**src/rtl/agu_pkg.sv**
```systemverilog
package agu_pkg;

    localparam int ADDR_W       = 32;
    localparam int SCALE_MAX_SH = 4;

    typedef enum logic [3:0] {
        AM_ABS      = 4'd0,
        AM_REG      = 4'd1,
        AM_REG_DISP = 4'd2,
        AM_PC_REL   = 4'd3,
        AM_IDX_ABS  = 4'd4,
        AM_IDX_REG  = 4'd5,
        AM_PRE_INC  = 4'd6,
        AM_PRE_DEC  = 4'd7,
        AM_POST_INC = 4'd8,
        AM_POST_DEC = 4'd9,
        AM_MEM_IND  = 4'd10
    } am_mode_e;

    typedef struct packed {
        logic [ADDR_W-1:0] ea;
        logic              wb_en;
        logic [ADDR_W-1:0] wb_val;
        logic              ind_req;
    } agu_res_t;

    function automatic logic is_automod(input logic [3:0] m);
        return (m >= 4'(AM_PRE_INC)) && (m <= 4'(AM_POST_DEC));
    endfunction

    function automatic logic is_decrement(input logic [3:0] m);
        return (m == 4'(AM_PRE_DEC)) || (m == 4'(AM_POST_DEC));
    endfunction

    function automatic logic [ADDR_W-1:0] size_bytes(input logic [1:0] code);
        return {{(ADDR_W-4){1'b0}}, 4'b0001 << code};
    endfunction

endpackage

```
**src/rtl/agu_scaler.sv**
```systemverilog
module agu_scaler
    import agu_pkg::*;
#(
    parameter int AW     = ADDR_W,
    parameter int MAX_SH = SCALE_MAX_SH,
    parameter int CW     = 3
) (
    input  logic [AW-1:0] index,
    input  logic [CW-1:0] code,
    output logic [AW-1:0] scaled
);
    localparam int NSH = MAX_SH + 1;

    logic [AW-1:0] cand [NSH];
    logic [CW-1:0] sh;

    genvar k;
    generate
        for (k = 0; k < NSH; k++) begin : g_shift
            assign cand[k] = index << k;
        end
    endgenerate

    always_comb begin
        sh = (code > CW'(MAX_SH)) ? CW'(MAX_SH) : code;
        scaled = '0;
        for (int i = 0; i < NSH; i++) begin
            if (sh == CW'(i)) scaled = cand[i];
        end
    end
endmodule

```
**src/rtl/agu_automod.sv**
```systemverilog
module agu_automod
    import agu_pkg::*;
#(
    parameter int AW = ADDR_W
) (
    input  logic [AW-1:0] base,
    input  logic [1:0]    size,
    input  logic          dec,
    output logic [AW-1:0] next_base
);
    logic [AW-1:0] step;

    always_comb begin
        step      = size_bytes(size);
        next_base = dec ? (base - step) : (base + step);
    end
endmodule

```
**src/rtl/agu_addr_sel.sv**
```systemverilog
module agu_addr_sel
    import agu_pkg::*;
#(
    parameter int AW = ADDR_W
) (
    input  logic [3:0]    mode,
    input  logic [AW-1:0] base,
    input  logic [AW-1:0] pc,
    input  logic [AW-1:0] disp,
    input  logic [AW-1:0] scaled,
    input  logic [AW-1:0] next_base,
    input  logic          ptr_vld,
    input  logic [AW-1:0] ptr_data,
    output agu_res_t      res
);
    logic [AW-1:0] base_disp;

    always_comb begin
        base_disp   = base + disp;
        res         = '0;
        res.wb_en   = 1'b0;
        res.ind_req = 1'b0;
        if (ptr_vld) begin
            res.ea = ptr_data + disp;
        end else begin
            case (mode)
                4'(AM_ABS):      res.ea = disp;
                4'(AM_REG):      res.ea = base;
                4'(AM_REG_DISP): res.ea = base_disp;
                4'(AM_PC_REL):   res.ea = pc + disp;
                4'(AM_IDX_ABS):  res.ea = disp + scaled;
                4'(AM_IDX_REG):  res.ea = base_disp + scaled;
                4'(AM_PRE_INC), 4'(AM_PRE_DEC): begin
                    res.ea     = next_base;
                    res.wb_en  = 1'b1;
                    res.wb_val = next_base;
                end
                4'(AM_POST_INC), 4'(AM_POST_DEC): begin
                    res.ea     = base;
                    res.wb_en  = 1'b1;
                    res.wb_val = next_base;
                end
                4'(AM_MEM_IND): begin
                    res.ea      = base_disp;
                    res.ind_req = 1'b1;
                end
                default:         res.ea = base;
            endcase
        end
    end
endmodule

```
**src/rtl/agu_top.sv**
```systemverilog
module agu_top
    import agu_pkg::*;
#(
    parameter int AW = ADDR_W
) (
    input  logic          clk,
    input  logic          rst,
    input  logic          in_vld,
    input  logic [3:0]    mode,
    input  logic [AW-1:0] base,
    input  logic [AW-1:0] index,
    input  logic [AW-1:0] pc,
    input  logic [AW-1:0] disp,
    input  logic [2:0]    scale,
    input  logic [1:0]    size,
    input  logic          ptr_vld,
    input  logic [AW-1:0] ptr_data,
    output logic          out_vld,
    output logic [AW-1:0] out_ea,
    output logic          out_wb_en,
    output logic [AW-1:0] out_wb_val,
    output logic          out_ind_req
);
    logic [AW-1:0] scaled;
    logic [AW-1:0] next_base;
    agu_res_t      res_c;
    agu_res_t      res_q;
    logic          vld_q;

    agu_scaler #(.AW(AW), .MAX_SH(SCALE_MAX_SH), .CW(3)) u_scaler (
        .index  (index),
        .code   (scale),
        .scaled (scaled)
    );

    agu_automod #(.AW(AW)) u_automod (
        .base      (base),
        .size      (size),
        .dec       (is_decrement(mode)),
        .next_base (next_base)
    );

    agu_addr_sel #(.AW(AW)) u_sel (
        .mode      (mode),
        .base      (base),
        .pc        (pc),
        .disp      (disp),
        .scaled    (scaled),
        .next_base (next_base),
        .ptr_vld   (ptr_vld),
        .ptr_data  (ptr_data),
        .res       (res_c)
    );

    always_ff @(posedge clk) begin
        if (rst) begin
            vld_q <= 1'b0;
            res_q <= '0;
        end else begin
            vld_q <= in_vld | ptr_vld;
            res_q <= (in_vld | ptr_vld) ? res_c : '0;
        end
    end

    assign out_vld     = vld_q;
    assign out_ea      = res_q.ea;
    assign out_wb_en   = res_q.wb_en;
    assign out_wb_val  = res_q.wb_val;
    assign out_ind_req = res_q.ind_req;


    wb_only_automod_chk: assert property (@(posedge clk) disable iff (rst)
        out_wb_en |-> ($past(in_vld) && !$past(ptr_vld) && is_automod($past(mode))));


    wb_val_quiet_chk: assert property (@(posedge clk) disable iff (rst)
        !out_wb_en |-> (out_wb_val == '0));


    ind_only_mem_chk: assert property (@(posedge clk) disable iff (rst)
        out_ind_req |-> ($past(in_vld) && !$past(ptr_vld) && $past(mode) == 4'(AM_MEM_IND)));


    ptr_no_side_chk: assert property (@(posedge clk) disable iff (rst)
        ptr_vld |=> (!out_ind_req && !out_wb_en && out_vld));


    post_keeps_base_chk: assert property (@(posedge clk) disable iff (rst)
        (in_vld && !ptr_vld && (mode == 4'(AM_POST_INC) || mode == 4'(AM_POST_DEC)))
        |=> (out_ea == $past(base)));


    pre_ea_is_wb_chk: assert property (@(posedge clk) disable iff (rst)
        (in_vld && !ptr_vld && (mode == 4'(AM_PRE_INC) || mode == 4'(AM_PRE_DEC)))
        |=> (out_ea == out_wb_val && out_wb_en));


    vld_latency_chk: assert property (@(posedge clk) disable iff (rst)
        out_vld == $past(in_vld || ptr_vld));
endmodule

```
**config.mk**
```make
export PLATFORM = sky130hd
export DESIGN_NAME = agu_top
export DESIGN_NICKNAME = d
export VERILOG_FILES = /design/src/rtl/agu_pkg.sv /design/src/rtl/agu_scaler.sv /design/src/rtl/agu_automod.sv /design/src/rtl/agu_addr_sel.sv /design/src/rtl/agu_top.sv
export SDC_FILE = /design/constraint.sdc
export NUM_CORES = 1
export LEC_CHECK = 0
export BUFFER_PORTS_ARGS = -buffer_cell sky130_fd_sc_hd__buf_2
export CORE_ASPECT_RATIO = 0.5
export CORE_MARGIN = 4
export CORE_UTILIZATION = 35
export CTS_CLUSTER_DIAMETER = 120
export CTS_CLUSTER_SIZE = 28
export DETAILED_ROUTE_END_ITERATION = 10
export PLACE_DENSITY = 0.59
export SYNTH_ARGS = -nofsm -noshare
export SYNTH_HDL_FRONTEND = slang
export SYNTH_SLANG_ARGS = --single-unit
```
**constraint.sdc**
```tcl
create_clock -name clk -period 9.58 [get_ports clk]
set_clock_uncertainty 0.15 [all_clocks]
set_input_delay 0.479 -clock clk [delete_from_list [all_inputs] [get_ports clk]]
set_output_delay 0.479 -clock clk [all_outputs]
set_load 0.1 [all_outputs]
```
==> run metrics, run 1 <==
Period minus WS final=5.75 ns; first-pass GRT wire length=81.5 mm; Synth warnings=0; number of global-route vias before repair=12.9k; critical path launch point type=input port; Die X=275 um; Clock Power Share=17.4%; die height=between 100 and 150 um; Fmax=~0.17 GHz; CP startpoint=disp[0]; total global routing overflow=0; setup TNS=0 ns; Bufs and invs on worst path=2; switching power=908 uW; final core utilization=41.3%; Total GRT Usage=27.6%; maxcap violations=0; Int Pwr=between 800 and 900 uW; drt wl/cell=24.2 um; port bufs=239; CP peak stage delay=roughly 0.56 ns; First-pass DRT Iterations=6; area taken by multi-input logic gates=10700 um^2; Arr. time, crit path=roughly 5.8 ns; CTS buffer count=9; Vias=14.2k; mux cell area share after synthesis=8.71%; HPWL after DPL=46.2 mm; Nets=2176; H-Tree Level Count=3; top-area cell type share of the netlist area=approximately 16%; Sw Ratio=about half; post-synthesis async set-or-reset flop share=0%; area growth from synthesis to layout=15.1%; slew margin rel.=34.0%; DR DRC count=0; area leader, netlist=ha_1; post-synthesis cell area=12500 um^2; total clock sinks=67; Post-synth EDFFs=0; Fin Hold WS=0.382 ns; xor and xnor area share after synthesis=9.95%; number of routed nets with antenna violations=0; Final Hold Viols=0; Synth Area in Simple Gates=between 10% and 20%; cells along the critical path=buf_2 -> ha_1 -> inv_1 -> fa_1 -> nand2b_1 -> a21oi_1 -> o21ai_0 -> a21oi_1 -> o31a_1 -> or3_1 -> xnor2_1 -> o21ai_0 -> ha_1 -> a2111oi_0 -> o221ai_1 -> nand2_1 -> o21ai_0 -> nor3_1 -> o21ai_0 -> xnor2_1 -> xnor2_1 -> a221oi_1 -> o2111ai_1; setup bufs post-CTS=0; register area=1340 um^2; critical path type=input port to flip-flop; count of cell types in the netlist=78; gpl congestion=1.08; Compound-Gate Fraction of Synth Area=approximately 32%; core area=34800 um^2; CTS resizes=0; met1 usage=between 40% and 50%; top fanout value on the critical path=8; initial DRC count=1973; Worst-Margin Slew=0.989 ns; drt via density=6.11; layout cells sized above 1=19.1%; I/O Pins=240; Synth Instances=1654; fin area=approximately 14000 um^2; peak supply drop=90.5 uV; worst setup margin=~3.8 ns; fin crit share=between 50% and 60%; RSZ-0062 raised after global routing=no; hold path start=ptr_data[0]; grt peak-use layer=met1; logic gate share of total power=65.5%; starting density of the core=35.9%; Slew Viols, Final=0; dpl cell area=about 14000 um^2; pre-CTS WS=approximately 3.6 ns; largest family of logic cells by synthesized area=compound AO/OA/AOI/OAI gates; Pleak=between 0.006 and 0.007 uW; #FFs+latches synth=67; syn avg cell area=7.56 um^2; Final setup viols=0; initial antenna violation count=3; Min-Delay Path Class=input port to flip-flop; CTS tree=done; Sequential Power Share=17.1%; required arrival time at the worst endpoint=9.64 ns; hold_buf cts=0; outcome=finished, final reports clean; met2 usage=37.6%; crit-path most repeated cell=o21ai_0; CTS clock-pin slew for the worst setup and hold paths=approximately 0.06 ns; synth top area cells=ha_1 16%, dfxtp_1 11%, a21oi_1 6.7%; Synth Area in Adders=16.4%; Top FF cell, synth=dfxtp_1; Worst path slowest cell=a221oi_1; PD cells=124 nW/um^2; Worst Setup End Kind=flip-flop; Die Footprint=39000 um^2; total wire length=around 56 mm; fillers=3695; sequential area share after synthesis=10.7%; largest net degree at the start of global routing=61; Max Root-Sink Buffers=2; met3 Use GR=a little over 9%; Top delay family on crit path=compound AO/OA/AOI/OAI gates; Root Buffer=clkbuf_16; post-synthesis net count=1988; Site Rows=48
[placed cells by master, fill, tap and decap left out, types with 7 or more instances in the layout]
| cell type | count |
|---|---|
| a211oi_1 | 31 |
| a21o_1 | 78 |
| a21oi_1 | 167 |
| a221oi_1 | 18 |
| a31o_2 | 7 |
| a31oi_1 | 13 |
| and2_1 | 16 |
| and3_1 | 20 |
| buf_2 | 239 |
| buf_4 | 11 |
| clkbuf_16 | 9 |
| dfxtp_1 | 67 |
| ha_1 | 156 |
| inv_1 | 45 |
| mux2_2 | 30 |
| mux2i_1 | 12 |
| mux4_2 | 28 |
| nand2_1 | 134 |
| nand2b_1 | 27 |
| nand3_1 | 26 |
| nand4_1 | 23 |
| nor2_1 | 137 |
| nor2b_1 | 15 |
| nor3_1 | 23 |
| nor4_1 | 9 |
| o2111ai_1 | 7 |
| o211ai_1 | 14 |
| o21a_1 | 18 |
| o21ai_0 | 130 |
| o21bai_1 | 20 |
| o221ai_1 | 19 |
| o22ai_1 | 22 |
| o31ai_1 | 14 |
| or2_2 | 9 |
| or3_1 | 7 |
| xnor2_1 | 82 |
| xor2_1 | 60 |
[flip-flops by register name (all words and copies together) (netlist names)]
signal	count
out_ea	32
out_ind_req	1
out_vld	1
out_wb_en	1
out_wb_val	32
[cell usage after synthesis (all sizes together) (16+ instances only)]
cell type	n
a21oi	168
ha	156
nor2	137
nand2	134
o21ai	134
xnor2	82
a21o	79
dfxtp	67
clkbuf	61
xor2	60
inv	45
a211oi	31
mux2	30
mux4	28
nand2b	27
nand3	26
nand4	23
nor3	23
o22ai	22
and3	21
o21bai	20
a221oi	19
o221ai	19
o21a	18
and2	16
[worst min-delay path, stage by stage]
cell and delay (ns):
buf_2 0.09, ha_1 0.14, nand2_1 0.05, o21ai_0 0.07
[cells by family after synthesis]
logic type               Yosys count
XOR/XNOR                         142
multiplexers                      70
buffers and inverters            118
adder cells (fa/ha/maj)          161
flip-flops                        67
AND/OR/NAND/NOR                  474
AO/OA/AOI/OAI                    622
[final timing paths]
kind	to	cells after the start
max	out_ea[31]	23
min	out_ea[0]	4
[per-layer routing]
layer | share of wire (%) | wire [um]
met3 | 13 | 7520
met1 | 46 | 25800
met2 | 38 | 21500
met5 | 0 | 0
met4 | 2.3 | 1300
[through the flow]
stage,cells,power (uW)
after floorplan,1654,1110
after global placement,2306,1450
after detailed placement,2306,1430
after CTS,2321,1750
after global routing,2324,1880
final,2324,1780
[layout make-up]
| type | instances | share of cell area [%] |
|---|---|---|
| well taps | 475 | 4.13 |
| repair buffers | 250 | 8.88 |
| clock inverters | 2 | 0.0869 |
| diodes | 3 | 0.0522 |
| clock buffers | 13 | 1.74 |
| multi-input cells | 1469 | 74.6 |
| flip-flops and latches | 67 | 9.32 |
| inverters | 45 | 1.17 |
[power by group through the flow]
stage / Sequential [uW] / Combinational (uW) / Clock [uW]
finish: 305 / 1170 / 309
global route: 306 / 1250 / 328
CTS: 305 / 1130 / 313
detailed placement: 311 / 1120 / 0
global placement: 312 / 1130 / 0
floorplan: 445 / 662 / 0
(Power assumes the default switching activity.)
==> inputs of run 2 (changes only) <==
Clock period 9.58 ns to 5.6 ns, I/O delays scaled along.
==> run metrics, run 2 (synthesized netlist as in run 1, its figures left out) <==
Worst Setup End Kind=flip-flop; dpl cell area=14300 um^2 (+0.99%); Die Footprint=39000 um^2 (unchanged); drt wl/cell=23.9 um (-0.99%); fillers=3710 (+0.41%); placed insts=2323 (+0.74%); Worst-Margin Slew=1.06 ns (+0.0745 ns); CP startpoint=disp[0]; area growth from synthesis to layout=16.6%; critical path launch point type=input port; total wire length=56.1 mm (about the same); Nets=2193 (+0.78%); fin crit share=just over 90%; H-Tree Level Count=3 (unchanged); CTS tree=done; DR DRC count=0 (unchanged); hold_buf cts=0 (unchanged); Total GRT Usage=27.6% (-0.064 points); fin area=14600 um^2 (+1.3%); CTS clock-pin slew for the worst setup and hold paths=0.07 ns (about the same); Fmax=0.194 GHz; Pleak=0.00667 uW (+1.5%); Slew Viols, Final=0 (unchanged); initial DRC count=1682 (-15%); CTS buffer count=9 (unchanged); RSZ-0062 raised after global routing=no; drt via density=6.04 (-1.2%); outcome=finished, final reports clean; peak supply drop=127 uV (+40%); most frequent cells in the layout=239 x buf_2, 167 x a21oi_1, 156 x ha_1, 137 x nor2_1, 134 x nand2_1; Root Buffer=clkbuf_16; required arrival time at the worst endpoint=5.65 ns (-3.99 ns); layout cells sized above 1=20.0% (+0.89 points); Vias=14.2k (-0.23%); number of routed nets with antenna violations=0 (unchanged); first-pass GRT wire length=80.8 mm (-0.78%); number of global-route vias before repair=12.6k (-2.3%); maxcap violations=0 (unchanged); PD cells=214 nW/um^2 (+73%); Arr. time, crit path=5.21 ns (-0.60 ns); Period minus WS final=5.15 ns; core area=34800 um^2 (unchanged); Site Rows=48 (unchanged); commonest non-fill, non-tap cell in the layout=buf_2; setup bufs post-CTS=0 (unchanged); Final Hold Viols=0 (unchanged); die height=142 um (unchanged); starting density of the core=35.9% (unchanged); critical path type=input port to flip-flop; setup TNS=0 ns (unchanged); top fanout value on the critical path=6 (-2); total global routing overflow=0 (unchanged); hold path start=mode[3]; Min-Delay Path Class=input port to flip-flop; Die X=275 um (unchanged); Non-Filler Instances=2347 (+0.99%); gpl congestion=1.02 (-5.8%); Final setup viols=0 (unchanged); port bufs=239 (unchanged); total clock sinks=67 (unchanged); I/O Pins=240 (unchanged); largest net degree at the start of global routing=42 (-31%); slew margin rel.=28.8% (-5.2 points); HPWL after DPL=46.6 mm (+0.76%); Max Root-Sink Buffers=2 (unchanged); CTS resizes=0 (unchanged); First-pass DRT Iterations=5 (-1); worst setup margin=0.446 ns (-3.39 ns); pre-CTS WS=0.193 ns (-3.45 ns); initial antenna violation count=7 (+4)
run 2: per-stage QoR:
step	power [uW]	utilization [%]	hold slack, ns
CTS	3070	41.8	0.155
detailed placement	2470	40.9	0.511
finish	3120	41.9	0.174
global route	3290	41.8	0.174
global placement	2480	40.9	0.489
floorplan	1890	-	0.295
run 2: area by class of cell:
cell class	count	area, um^2	area share (%)
tap	475	594	4.08
sequential	67	1340	9.20
clock inverter	6	66.3	0.455
multi-input combinational	1469	10700	73.7
clock buffer	10	229	1.57
timing repair buffer	267	1420	9.73
antenna	8	20.0	0.137
inverter	45	169	1.16
run 2: power breakdown:
group | switching (uW) | internal (uW)
Sequential | 13.6 | 509
Combinational | 1320 | 695
Clock | 241 | 345
Total | 1570 | 1550
run 2: path summary, 6_finish.rpt:
kind / end / slack (ns) / depth (start not counted)
worst max-delay path: out_ea[24] / 0.45 / 23
worst min-delay path: out_ind_req / 0.17 / 2
run 2: critical path: stages:
cell and delay [ns]:
buf_2 0.14, ha_1 0.22, inv_1 0.07, fa_1 0.38
nand2b_1 0.17, a21oi_1 0.16, o21ai_0 0.15, nand2_1 0.15
a21o_1 0.13, a21oi_1 0.07, xor2_1 0.16, o21ai_0 0.35
ha_1 0.37, o21ai_0 0.24, a21oi_1 0.10, a221o_1 0.31
o21ai_1 0.13, or4b_1 0.49, a31oi_1 0.25, xnor2_1 0.12
a221oi_2 0.43, o2111a_1 0.26, o22ai_1 0.07
run 2: per-layer routing:
| layer | vias up | part of all wire [%] | track usage (%) |
|---|---|---|---|
| li1 | 6716 | - | - |
| met5 | - | 0 | 0 |
| met2 | 756 | 38 | 37.4 |
| met1 | 6631 | 48 | 43.0 |
| met4 | 0 | 1.7 | 5.49 |
| met3 | 63 | 12 | 7.27 |
